### src/rtl/bsort_pkg.sv
package bsort_pkg;

    // Number of comparator columns in a sorter of the given degree.
    function automatic int col_count(input int degree);
        return degree * (degree + 1) / 2;
    endfunction

    // Merge level (1..degree) that column c belongs to.
    function automatic int col_level(input int degree, input int c);
        int idx;
        idx = 0;
        for (int m = 1; m <= degree; m++) begin
            for (int s = m; s >= 1; s--) begin
                if (idx == c) return m;
                idx++;
            end
        end
        return 1;
    endfunction

    // Lane distance between the two inputs of every cell in column c.
    function automatic int col_dist(input int degree, input int c);
        int idx;
        idx = 0;
        for (int m = 1; m <= degree; m++) begin
            for (int s = m; s >= 1; s--) begin
                if (idx == c) return 1 << (s - 1);
                idx++;
            end
        end
        return 1;
    endfunction

    // Number of registered columns among the first n mask bits.
    function automatic int mask_pop(input logic [63:0] mask, input int n);
        int cnt;
        cnt = 0;
        for (int i = 0; i < n; i++) begin
            if (mask[i]) cnt++;
        end
        return cnt;
    endfunction

    typedef enum logic {
        STAGE_COMB = 1'b0,
        STAGE_REG  = 1'b1
    } stage_kind_e;

endpackage

### src/rtl/bsort_cx.sv
module bsort_cx #(
    parameter int W = 16
) (
    input  logic [W-1:0] a,
    input  logic [W-1:0] b,
    output logic [W-1:0] lo,
    output logic [W-1:0] hi
);
    logic a_first;

    assign a_first = (a <= b);
    assign lo      = a_first ? a : b;
    assign hi      = a_first ? b : a;
endmodule

### src/rtl/bsort_column.sv
module bsort_column #(
    parameter int                   N    = 8,
    parameter int                   W    = 16,
    parameter int                   BLK  = 2,
    parameter int                   DIST = 1,
    parameter bit                   REV  = 1'b0,
    parameter bsort_pkg::stage_kind_e KIND = bsort_pkg::STAGE_REG
) (
    input  logic                clk,
    input  logic                rst,
    input  logic                in_v,
    input  logic [N-1:0][W-1:0] in_d,
    output logic                out_v,
    output logic [N-1:0][W-1:0] out_d
);
    localparam int HALF = BLK / 2;

    logic [N-1:0][W-1:0] perm;
    logic [N-1:0][W-1:0] swapped;

    // Optional reversal of the upper half of every block (merge entry).
    always_comb begin
        for (int i = 0; i < N; i++) begin
            int off;
            int base;
            off  = i % BLK;
            base = i - off;
            if (REV && (off >= HALF)) begin
                perm[i] = in_d[base + BLK - 1 + HALF - off];
            end else begin
                perm[i] = in_d[i];
            end
        end
    end

    for (genvar g = 0; g < N; g++) begin : g_lane
        if ((g & DIST) == 0) begin : g_cell
            bsort_cx #(.W(W)) u_cx (
                .a (perm[g]),
                .b (perm[g + DIST]),
                .lo(swapped[g]),
                .hi(swapped[g + DIST])
            );
        end
    end

    if (KIND == bsort_pkg::STAGE_REG) begin : g_reg
        always_ff @(posedge clk) begin
            if (rst) begin
                out_v <= 1'b0;
                out_d <= '0;
            end else begin
                out_v <= in_v;
                out_d <= swapped;
            end
        end
    end else begin : g_comb
        assign out_v = in_v;
        assign out_d = swapped;
    end
endmodule

### src/rtl/bitonic_sorter.sv
module bitonic_sorter #(
    parameter int          DEGREE   = 3,
    parameter int          WIDTH    = 16,
    parameter logic [63:0] REG_MASK = 64'hFFFF_FFFF_FFFF_FFFF
) (
    input  logic                                 clk,
    input  logic                                 rst,
    input  logic                                 in_valid,
    input  logic [(1<<DEGREE)-1:0][WIDTH-1:0]    in_data,
    output logic                                 out_valid,
    output logic [(1<<DEGREE)-1:0][WIDTH-1:0]    out_data
);
    localparam int N       = 1 << DEGREE;
    localparam int NCOL    = bsort_pkg::col_count(DEGREE);
    localparam int LATENCY = bsort_pkg::mask_pop(REG_MASK, NCOL);

    logic [N-1:0][WIDTH-1:0] col_d [NCOL+1];
    logic                    col_v [NCOL+1];

    assign col_d[0] = in_data;
    assign col_v[0] = in_valid;

    for (genvar c = 0; c < NCOL; c++) begin : g_col
        localparam int LVL = bsort_pkg::col_level(DEGREE, c);
        localparam int DST = bsort_pkg::col_dist(DEGREE, c);
        localparam int BLK = 1 << LVL;
        localparam bit REV = (LVL > 1) && (DST == BLK / 2);
        localparam bsort_pkg::stage_kind_e KIND =
            REG_MASK[c] ? bsort_pkg::STAGE_REG : bsort_pkg::STAGE_COMB;

        bsort_column #(
            .N   (N),
            .W   (WIDTH),
            .BLK (BLK),
            .DIST(DST),
            .REV (REV),
            .KIND(KIND)
        ) u_column (
            .clk  (clk),
            .rst  (rst),
            .in_v (col_v[c]),
            .in_d (col_d[c]),
            .out_v(col_v[c+1]),
            .out_d(col_d[c+1])
        );
    end

    assign out_valid = col_v[NCOL];
    assign out_data  = col_d[NCOL];
endmodule

### config.mk
export PLATFORM = sky130hd
export DESIGN_NAME = bitonic_sorter
export DESIGN_NICKNAME = d
export VERILOG_FILES = /design/src/rtl/bsort_pkg.sv /design/src/rtl/bsort_cx.sv /design/src/rtl/bsort_column.sv /design/src/rtl/bitonic_sorter.sv
export SDC_FILE = /design/constraint.sdc
export NUM_CORES = 2
export LEC_CHECK = 0
export BUFFER_PORTS_ARGS = -buffer_cell sky130_fd_sc_hd__buf_2
export CAP_MARGIN = 20
export CORE_AREA = 4 4 252 303
export DETAILED_ROUTE_END_ITERATION = 16
export DIE_AREA = 0 0 256 307
export PLACE_DENSITY = 0.73
export SETUP_SLACK_MARGIN = 0.1
export SYNTH_ARGS = -nofsm -noshare
export SYNTH_HDL_FRONTEND = slang
export SYNTH_SLANG_ARGS = --single-unit
### constraint.sdc
create_clock -name clk -period 4.3 [get_ports clk]
set_clock_uncertainty 0.05 [all_clocks]
set_input_delay 0.86 -clock clk [delete_from_list [all_inputs] [get_ports clk]]
set_output_delay 0.86 -clock clk [all_outputs]
set_load 0.05 [all_outputs]
==> parameters.txt <==
Parameter                              Value

Clock network
  Cell at the root of the clock tree ... sky130_fd_sc_hd__clkbuf_16
  Clock transition at the registers of the reported paths ... about 60 ps
  Later-pin clock latency in the skew report ... between 600 and 700 ps
  Cts bufs inserted ... between 70 and 80
  Number of gates given a new drive strength after cts ... 0
  Number of buffers on the longest clock path ... 3
  CTS tree ... built
  TritonCTS sink count ... between 700 and 800
  H-tree lvl count ... 3
  Setup Fix Bufs, Post-CTS ... 0
  CTS hold repair buffers ... 0

Power
  Pwr Density ... 764 mW/mm^2
  Leakage component of the power ... 18.9 nW
  Total Power ... approximately 0.033 W
  VDD IR max ... 0.000868 V

Global route
  Congestion Overflow GR ... 0
  Vias in the first global route ... 25.9k
  Total global routing track utilization ... 23.1%
  First-pass GRT wire length ... roughly 140 mm
  Number of antenna violations at the first check in global routing ... 2
  Maximum number of pins on one net before global-route repair ... between 150 and 200

Route
  Remaining design rule violation count ... 0
  Routed via count ... between 20k and 30k
  Detailed-routing iteration count for the pre-antenna-repair pass ... 5
  Post-DRT Antenna Nets ... 0
  Starting DRT DRC Count ... 1373
  Via density per instance ... around 5.2
  Routed Wire Length ... 92.4 mm
  Detail-routed net length per standard cell ... ~18 um

Worst setup path
  Critical path class ... reg -> reg
  Critical path cell sequence ... inv_1 > ha_1 > nor2b_1 > o211ai_1 > a2111o_1 > a31oi_4 > buf_4 > mux2i_1
  Worst-case reg-to-reg path depth ... 8
  Startpoint Class ... flip-flop
  Data arrival time at the worst-slack endpoint ... roughly 3500 ps
  Maximum net fanout on the critical path ... 20
  Nature of the critical path endpoint ... flip-flop
  Minimum setup slack among reg-to-reg paths ... 1170 ps
  Startpoint of the worst-slack reg-to-reg timing path ... g_col[1].u_column.out_d[49]
  CP Buf/Inv Count ... 2
  Reg-to-Reg End ... g_col[2].u_column.out_d[55]
  Largest stage delay, worst path ... just under 700 ps
  Top cell family by delay on the critical path ... compound AO/OA/AOI/OAI gates
  Library cell contributing the largest single delay on the critical path ... sky130_fd_sc_hd__a31oi_4
  Required time of the critical path ... about 4700 ps

STA
  Post-layout worst setup margin ... about 1200 ps
  Ratio of final minimum period to clock period ... 72.8%
  Number of max-slew violations in the final report ... 0
  Final number of hold-violating endpoints ... 0
  Fmax ... around 0.32 GHz
  Accumulated negative setup slack ... 0 ps
  Final setup violation count ... 0
  Setup repair after global routing missed its margin ... false
  Relative slew slack ... 34.5%
  Worst-Margin Slew ... slightly below 1000 ps
  Shortest period the worst path allows ... between 3000 and 4000 ps

Floorplan
  Die Wd ... between 200 and 300 um
  Die height ... roughly 300 um
  Starting density of the core ... ~55%
  Placement row count ... about 110
  Placeable core area ... 0.0734 mm^2
  Number of I/O pins ... 260
  Area of the die ... 0.0786 mm^2

Synth
  Number of warnings issued by yosys ... 0
  Share of the yosys chip area belonging to registers ... between 30% and 40%
  Post-synthesis instance total ... 3940
  Synth area leaders ... sky130_fd_sc_hd__dfxtp_1 39%, sky130_fd_sc_hd__mux2i_1 19%, sky130_fd_sc_hd__nand2b_1 12%, sky130_fd_sc_hd__ha_1 12%, sky130_fd_sc_hd__inv_1 3.6%
  Post-synth top area share ... 38.6%
  Top FF cell, synth ... sky130_fd_sc_hd__dfxtp_1
  Number of nets produced by synthesis ... about 4.5k
  Ys async rst share ... 0%
  Largest area contributor in the netlist ... sky130_fd_sc_hd__dfxtp_1
  Post-synth design cell area ... between 0.04 and 0.05 mm^2
  Number of enable flip-flop cells after synthesis ... 0
  Most numerous cell in the Yosys netlist ... sky130_fd_sc_hd__nand2b_1
  Mean post-synth cell area ... 10.2 um^2
  Flip-flop and latch count after synthesis ... 774
  Most used standard cells in the synthesized netlist ... 775 x sky130_fd_sc_hd__nand2b_1, 774 x sky130_fd_sc_hd__dfxtp_1, 768 x sky130_fd_sc_hd__mux2i_1, 386 x sky130_fd_sc_hd__inv_1, 384 x sky130_fd_sc_hd__ha_1
  Distinct cell type count of the synthesized netlist ... 26

Hold path
  HP Start ... g_col[4].u_column.out_v
  Worst hold path class ... reg -> reg
  Worst Hold Endpoint ... g_col[5].u_column.out_v
  Cell depth of the worst hold path ... 1

Cells and area
  Filler cell count in the final layout ... 6319
  Area growth syn-to-layout ... 8.41%
  Net count reported at finish ... approximately 4.5k
  Fraction of final layout cells sized beyond drive strength 1 ... roughly 11%
  Cell area after layout ... 0.0435 mm^2
  Fin util ... about 60%

Place
  Post-Place Worst Slack ... roughly 1100 ps
  IO Port Bufs ... around 260
  DP Area ... slightly above 0.04 mm^2
  Detailed placer's ending HPWL ... approximately 77 mm
  Last weighted congestion value of the routability-driven placer ... between 0.9 and 1

Flow run
  Maximum Capacitance Violations ... 0

Outcome
  Result of the run ... complete, no violations
flip-flops by register name, summed over array words and instances (netlist names):
register / count
g_col.u_column.out_d: 768
g_col.u_column.out_v: 6
logic make-up (layout without fill, tap and decap cells):
logic type               after synthesis  after routing  share of synthesized area (%)
AO/OA/AOI/OAI                        312            312                           5.96
adder cells (fa/ha/maj)              384            384                           12.0
buffers and inverters                672            816                           8.83
flip-flops                           774            774                           38.6
multiplexers                         768            768                           19.2
other                                  0              2                              0
AND/OR/NAND/NOR                     1030           1030                           15.4
worst reg2reg max path, cell delays in order, from the launching register on:
cell and delay (ps):
sky130_fd_sc_hd__dfxtp_1 350, sky130_fd_sc_hd__inv_1 50, sky130_fd_sc_hd__ha_1 290, sky130_fd_sc_hd__nor2b_1 130, sky130_fd_sc_hd__o211ai_1 120, sky130_fd_sc_hd__a2111o_1 420, sky130_fd_sc_hd__a31oi_4 690, sky130_fd_sc_hd__buf_4 300
sky130_fd_sc_hd__mux2i_1 570
worst max-delay path by stage:
stage	from	endpoint	slack, ps	cells after the start
4_1_cts	g_col[1].u_column.out_d[49]	g_col[2].u_column.out_d[55]	1130	8
3_5_place_dp	in_data[87]	g_col[0].u_column.out_d[91]	1110	9
2_1_floorplan	in_data[113]	g_col[0].u_column.out_d[100]	1790	8
6_report	g_col[1].u_column.out_d[49]	g_col[2].u_column.out_d[55]	1170	8
3_3_place_gp	g_col[1].u_column.out_d[49]	g_col[2].u_column.out_d[55]	1160	8
5_1_grt	g_col[1].u_column.out_d[49]	g_col[2].u_column.out_d[55]	1050	8
power breakdown:
part / internal (W) / switching [W] / total (W)
Combinational: 0.00773 / 0.00930 / 0.0170
Sequential: 0.00832 / 0.000891 / 0.00921
Clock: 0.00423 / 0.00274 / 0.00697
Total: 0.0203 / 0.0129 / 0.0332
area by class of cell:
class | count | area, um^2 | area share, %
antenna | 2 | 5.00 | 0.0115
clock buffer | 102 | 2180 | 5.02
clock inverter | 33 | 472 | 1.08
inverter | 386 | 1450 | 3.33
multi-input combinational | 2494 | 21100 | 48.5
sequential | 774 | 15500 | 35.6
tap | 943 | 1180 | 2.71
timing repair buffer | 295 | 1630 | 3.74
layout by cell type (no fill, tap or decap), types with 2 or more instances in the layout:
cell type	synthesis	routed
sky130_fd_sc_hd__diode_2	0	2
sky130_fd_sc_hd__inv_1	386	386
sky130_fd_sc_hd__nor2_1	31	31
sky130_fd_sc_hd__clkinv_2	0	13
sky130_fd_sc_hd__bufinv_16	0	11
sky130_fd_sc_hd__mux2i_1	768	768
sky130_fd_sc_hd__nand2_1	64	64
sky130_fd_sc_hd__buf_4	128	32
sky130_fd_sc_hd__buf_12	0	4
sky130_fd_sc_hd__nor4_1	24	24
sky130_fd_sc_hd__dfxtp_1	774	774
sky130_fd_sc_hd__o211ai_1	24	24
sky130_fd_sc_hd__clkbuf_16	0	79
sky130_fd_sc_hd__nand4_1	96	96
sky130_fd_sc_hd__a31oi_4	24	24
sky130_fd_sc_hd__ha_1	384	384
sky130_fd_sc_hd__clkbuf_8	0	12
sky130_fd_sc_hd__a2111o_1	24	24
sky130_fd_sc_hd__nor2b_1	30	30
sky130_fd_sc_hd__a2bb2oi_1	16	16
sky130_fd_sc_hd__clkbuf_1	86	11
sky130_fd_sc_hd__clkinvlp_4	0	2
sky130_fd_sc_hd__nand3_1	10	10
sky130_fd_sc_hd__a211oi_1	7	7
sky130_fd_sc_hd__a221oi_2	7	7
sky130_fd_sc_hd__a21oi_1	146	146
sky130_fd_sc_hd__nand2b_1	775	775
sky130_fd_sc_hd__clkinv_4	0	3
sky130_fd_sc_hd__a21o_1	14	14
sky130_fd_sc_hd__o21a_1	16	16
sky130_fd_sc_hd__buf_2	0	258
sky130_fd_sc_hd__o21ai_0	32	32
sky130_fd_sc_hd__inv_6	0	4
metrics by stage:
| step | hold slack (ps) | instances |
|---|---|---|
| 6_report | 384 | 5029 |
| 5_1_grt | 414 | 5028 |
| 4_1_cts | 392 | 5027 |
| 3_5_place_dp | 377 | 4892 |
| 3_3_place_gp | 380 | 4892 |
| 2_1_floorplan | 364 | 3940 |
per-layer routing:
layer / vias up / global-route usage (%) / part of all wire (%)
met5: - / 0 / 0.014
met4: 2 / 11.5 / 5.4
met3: 198 / 3.48 / 4.3
met2: 576 / 41.3 / 49
met1: 12200 / 27.2 / 41
li1: 13400 / - / -
Note: power is estimated with default switching activity, not from simulation.
